===== src/rtl/adc_fe_pkg.sv =====
package adc_fe_pkg;
  localparam logic [7:0] ADDR_LO   = 8'h78;
  localparam logic [7:0] ADDR_HI   = 8'h79;
  localparam logic [7:0] ADDR_CTRL = 8'h7B;
  // writable bits of the control byte: 6 and 2:0
  localparam logic [7:0] CTRL_WMASK = 8'h47;
  localparam int unsigned SEL_W = 3;
endpackage


===== src/rtl/adc_result_hold.sv =====
module adc_result_hold #(
  parameter int unsigned RES_W = 10
) (
  input  logic             clk,
  input  logic             rst,
  input  logic             conv_done,
  input  logic [RES_W-1:0] conv_result,
  input  logic             rd_lo,
  input  logic             rd_hi,
  output logic [RES_W-1:0] data_q,
  output logic             locked_q
);
  logic [RES_W-1:0] shadow_q;
  logic             pend_q;
  logic             hold_now;

  // a result that lands in the same cycle as the low read is deferred too
  assign hold_now = (locked_q | rd_lo) & ~rd_hi;

  always_ff @(posedge clk) begin
    if (rst) begin
      data_q   <= '0;
      shadow_q <= '0;
      pend_q   <= 1'b0;
      locked_q <= 1'b0;
    end else begin
      if (rd_hi) begin
        locked_q <= 1'b0;
        if (conv_done)   data_q <= conv_result;
        else if (pend_q) data_q <= shadow_q;
        pend_q <= 1'b0;
      end else if (hold_now) begin
        locked_q <= 1'b1;
        if (conv_done) begin
          shadow_q <= conv_result;
          pend_q   <= 1'b1;
        end
      end else if (conv_done) begin
        data_q <= conv_result;
      end
    end
  end
endmodule


===== src/rtl/adc_trig_sel.sv =====
module adc_trig_sel #(
  parameter int unsigned SRC_N = 8,
  parameter int unsigned SEL_W = 3
) (
  input  logic             clk,
  input  logic             rst,
  input  logic             enable,
  input  logic [SEL_W-1:0] sel,
  input  logic [SRC_N-1:0] flags,
  output logic             start_q
);
  localparam int unsigned FULL_N = 1 << SEL_W;
  logic [FULL_N-1:0] flags_full;
  logic              sel_flag;
  logic              prev_q;

  generate
    if (SRC_N < FULL_N) begin : g_pad
      assign flags_full = {{(FULL_N-SRC_N){1'b0}}, flags};
    end else begin : g_full
      assign flags_full = flags[FULL_N-1:0];
    end
  endgenerate

  assign sel_flag = flags_full[sel];

  // prev_q follows whichever flag is selected, so a selection change acts as an edge
  always_ff @(posedge clk) begin
    if (rst) begin
      prev_q  <= 1'b0;
      start_q <= 1'b0;
    end else begin
      prev_q  <= sel_flag;
      start_q <= enable & sel_flag & ~prev_q;
    end
  end
endmodule


===== src/rtl/adc_bus_regs.sv =====
module adc_bus_regs
  import adc_fe_pkg::*;
#(
  parameter int unsigned RES_W = 10
) (
  input  logic             clk,
  input  logic             rst,
  input  logic [7:0]       bus_addr,
  input  logic             bus_rd,
  input  logic             bus_wr,
  input  logic [7:0]       bus_wdata,
  input  logic             left_align,
  input  logic [RES_W-1:0] data,
  output logic [7:0]       rdata_q,
  output logic [SEL_W-1:0] trig_sel,
  output logic             rd_lo,
  output logic             rd_hi
);
  logic [7:0]  ctrl_q;
  logic [15:0] placed;
  logic [7:0]  rd_mux;

  assign rd_lo    = bus_rd & (bus_addr == ADDR_LO);
  assign rd_hi    = bus_rd & (bus_addr == ADDR_HI);
  assign trig_sel = ctrl_q[SEL_W-1:0];
  assign placed   = left_align ? (16'(data) << (16 - RES_W)) : 16'(data);

  always_comb begin
    case (bus_addr)
      ADDR_LO:   rd_mux = placed[7:0];
      ADDR_HI:   rd_mux = placed[15:8];
      ADDR_CTRL: rd_mux = ctrl_q;
      default:   rd_mux = 8'h00;
    endcase
  end

  always_ff @(posedge clk) begin
    if (rst) begin
      ctrl_q  <= 8'h00;
      rdata_q <= 8'h00;
    end else begin
      if (bus_wr && bus_addr == ADDR_CTRL) ctrl_q <= bus_wdata & CTRL_WMASK;
      if (bus_rd) rdata_q <= rd_mux;
    end
  end
endmodule


===== src/rtl/adc_result_front.sv =====
module adc_result_front
  import adc_fe_pkg::*;
#(
  parameter int unsigned RES_W = 10,
  parameter int unsigned SRC_N = 8
) (
  input  logic             clk,
  input  logic             rst,
  input  logic [7:0]       bus_addr,
  input  logic             bus_rd,
  input  logic             bus_wr,
  input  logic [7:0]       bus_wdata,
  output logic [7:0]       bus_rdata,
  input  logic             left_align,
  input  logic             auto_trig_en,
  input  logic [SRC_N-1:0] trig_flags,
  input  logic             conv_done,
  input  logic [RES_W-1:0] conv_result,
  output logic             conv_start
);
  logic [RES_W-1:0] res_data;
  logic             res_locked;
  logic [SEL_W-1:0] trig_sel;
  logic             rd_lo;
  logic             rd_hi;

  adc_bus_regs #(.RES_W(RES_W)) i_regs (
    .clk(clk), .rst(rst), .bus_addr(bus_addr), .bus_rd(bus_rd),
    .bus_wr(bus_wr), .bus_wdata(bus_wdata), .left_align(left_align),
    .data(res_data), .rdata_q(bus_rdata), .trig_sel(trig_sel),
    .rd_lo(rd_lo), .rd_hi(rd_hi)
  );

  adc_result_hold #(.RES_W(RES_W)) i_hold (
    .clk(clk), .rst(rst), .conv_done(conv_done), .conv_result(conv_result),
    .rd_lo(rd_lo), .rd_hi(rd_hi), .data_q(res_data), .locked_q(res_locked)
  );

  adc_trig_sel #(.SRC_N(SRC_N), .SEL_W(SEL_W)) i_trig (
    .clk(clk), .rst(rst), .enable(auto_trig_en), .sel(trig_sel),
    .flags(trig_flags), .start_q(conv_start)
  );
endmodule


===== config.mk =====
export PLATFORM = sky130hd
export DESIGN_NAME = adc_result_front
export DESIGN_NICKNAME = d
export VERILOG_FILES = /design/src/rtl/adc_fe_pkg.sv /design/src/rtl/adc_result_hold.sv /design/src/rtl/adc_trig_sel.sv /design/src/rtl/adc_bus_regs.sv /design/src/rtl/adc_result_front.sv
export SDC_FILE = /design/constraint.sdc
export NUM_CORES = 1
export LEC_CHECK = 0
export ABC_AREA = 1
export ABC_CLOCK_PERIOD_IN_PS = 3060
export BUFFER_PORTS_ARGS = -buffer_cell sky130_fd_sc_hd__buf_2
export CORE_UTILIZATION = 50
export DETAILED_ROUTE_END_ITERATION = 6
export PLACE_DENSITY = 0.78
export SETUP_SLACK_MARGIN = 0.05
export SYNTH_ARGS = -nofsm -noshare
export SYNTH_HDL_FRONTEND = slang
export SYNTH_HIERARCHICAL = 1
export SYNTH_SLANG_ARGS = --single-unit

===== constraint.sdc =====
create_clock -name clk -period 3.06 [get_ports clk]
set_input_delay 0.306 -clock clk [delete_from_list [all_inputs] [get_ports clk]]
set_output_delay 0.306 -clock clk [all_outputs]
set_load 0.005 [all_outputs]

==> flow_summary.json <==
{
  "drt_iter0_drc": 80,
  "wl_per_cell_um": 9.98,
  "crit_path_frequent_cell": "nor2_1",
  "hold_path.class": "in -> reg",
  "maxCapViolCount": 0,
  "htreeDepth": 2,
  "cp_slowest_cell": "nand2_1",
  "hold_violations": 0,
  "dr.pass1.iters": 4,
  "fin_skew_ps": 6.37,
  "syn_inst": 315,
  "r2r_start": "i_hold/locked_q",
  "grt_pass1_vias": 1616,
  "cts_buffer_depth": 2,
  "outcome": "finished, final reports clean",
  "post_cts_buffers": 0,
  "drive_gt1_frac": 0.222,
  "path_cells": "buf_2 > inv_1 > nand2_4 > nor2_8 > nand2_2 > nor2_1 > inv_2 > o21ai_2 > nand2_1 > nor2_1 > nor2_1",
  "clock_latency_ps": 290,
  "fin_crit_sh": 0.643,
  "die-area_mm2": 0.00440,
  "critical_path.endpoint_type": "flop",
  "rows": 23,
  "cts.sinks": 36,
  "tns_ps": 0,
  "worst_slack_ps": 1090,
  "synthDistinctLibCells": 24,
  "ys_top_cells_by_count": "nand2_1 (122), dfxtp_1 (36), inv_1 (28), nor2_1 (25), nand3_1 (19)",
  "max_freq_mhz": 508,
  "yosysSeqAreaShare": 0.348,
  "yosys.area.top_type": "dfxtp_1",
  "area_growth_pct": 12.8,
  "slew_headroom": 0.601,
  "setup_viol": 0,
  "reg2reg_to": "i_hold/shadow_q[0]",
  "crit_type": "in -> reg",
  "start_util": 0.521,
  "irDropWorstVdd_v": 0.000209,
  "cp-startpoint": "bus_addr[7]",
  "post_cts_resized": 0,
  "n_fill_cell": 403,
  "core_area_mm2": 0.00397,
  "ant_nets": 0,
  "synth-edff-count": 0,
  "portBuffers": 45,
  "die_x_um": 66.3,
  "endpoint": "i_hold/data_q[2]",
  "dpl_worst_slack_ps": 798,
  "ys_ff_latch": 36,
  "synth_top_area_frac": 0.348,
  "routed-via-count": 1906,
  "num_antenna_cells": 0,
  "grt-ovfl-total": 0,
  "grt_usage": 0.201,
  "hold_buffers": 0,
  "worstPathMaxFanout": 23,
  "vias_per_cell": 4.74,
  "cts-root-buf": "clkbuf_8",
  "finalCriticalPeriod_ps": 1970,
  "routed_wl_um": 4010,
  "cp-start-kind": "input pin",
  "clk_pin_slew_ps": 70,
  "rsz0062_at_grt": "no",
  "synth_area_leaders": "dfxtp_1 (35%), nand2_1 (22%), inv_1 (5.1%)",
  "numCtsBuffers": 5,
  "ys.flop_type": "dfxtp_1",
  "globalplace.congestion": 0.766,
  "hold_ws_ps": 260,
  "p_per_area_mw_per_mm2": 405,
  "grt_pass1_wl_um": 6810,
  "synth_area_mm2": 0.00207,
  "slowest_delay_ps": 370,
  "ys_async_sr_fraction": 0,
  "synth_area_per_cell_um2": 6.57,
  "leakage_nw": 1.11,
  "crit_arrival_ps": 2150,
  "cts_tree": "built",
  "drc": 0,
  "yosysMostFrequentCell": "nand2_1",
  "fin_nets": 392,
  "io_pins": 50,
  "required_ps": 3240,
  "finalMaxSlewViolations": 0,
  "detailedPlacementHpwl_um": 2890,
  "grt_max_degree": 26,
  "worstMarginPinSlew_ps": 597,
  "rr_worst_depth": 5,
  "synth_nets": 356,
  "die_h_um": 66.3,
  "antenna_found_initial": 0,
  "r2r_slack_ps": 1630,
  "ys.warnings.count": 6
}
per-layer routing:
layer	routed length, um	vias up	share of wire	global-route usage
li1	-	1057	-	-
met1	1900	806	0.47	0.243
met2	1890	40	0.47	0.349
met3	187	3	0.047	0.0517
met4	38	0	0.0095	0.0559
met5	0	-	0	0
where the power goes:
group	internal [mW]	switching [mW]	total [mW]
clock network	0.183	0.168	0.351
registers	0.479	0.00729	0.487
logic	0.0409	0.0657	0.107
total	0.703	0.241	0.944
state kept, by name, summed over array words and instances, names as in the netlist:
register / cells
i_trig/prev_q: 1
i_hold/shadow_q: 10
i_hold/locked_q: 1
i_regs/rdata_q: 8
i_regs/ctrl_q: 4
i_trig/start_q: 1
i_hold/pend_q: 1
i_hold/data_q: 10
critical path: cells and delay by family:
kind,cells,cell delay (ps)
AO/OA/AOI/OAI,1,100
buffers and inverters,3,370
AND/OR/NAND/NOR,7,1350
area by class of cell:
type                    count  area, um2  area share
multi-input cells         228       1100       0.471
flip-flops and latches     36        721       0.309
repair buffers             45        225      0.0965
inverters                  35        131      0.0563
clock buffers               7       86.3      0.0370
well taps                  50       62.6      0.0268
clock inverters             1       7.51     0.00322
cells in the final DEF, fill, tap and decap left out, drive strengths merged, types with 5 or more instances in the layout:
cell    count
a21oi      23
buf        45
clkbuf      7
dfxtp      36
inv        33
nand2     127
nand3      20
nand3b      8
nand4      14
nor2       31
o21ai       5
cell families (layout without fill, tap and decap cells):
group / after synthesis / in the layout / synth area share
simple gates: 200 / 200 / 0.448
flops: 36 / 36 / 0.348
buf+inv: 51 / 88 / 0.120
compound gates: 28 / 28 / 0.0841
worst min-delay path by stage:
stage / cells after the start / to / start
floorplan: 1 / i_regs/rdata_q[0] / rst
global placement: 2 / i_hold/pend_q / i_hold/pend_q
detailed placement: 2 / i_hold/pend_q / i_hold/pend_q
CTS: 3 / i_trig/start_q / auto_trig_en
global route: 3 / i_trig/start_q / auto_trig_en
finish: 3 / i_trig/start_q / auto_trig_en
through the flow:
step	total power [mW]	cell area, um2	util	cells
global route	0.988	2330	0.588	402
finish	0.944	2330	0.588	402
detailed placement	0.604	2240	0.564	394
floorplan	0.570	2070	-	315
CTS	0.956	2330	0.588	402
global placement	0.603	2240	0.564	394
Note: power is estimated with default switching activity, not from simulation.
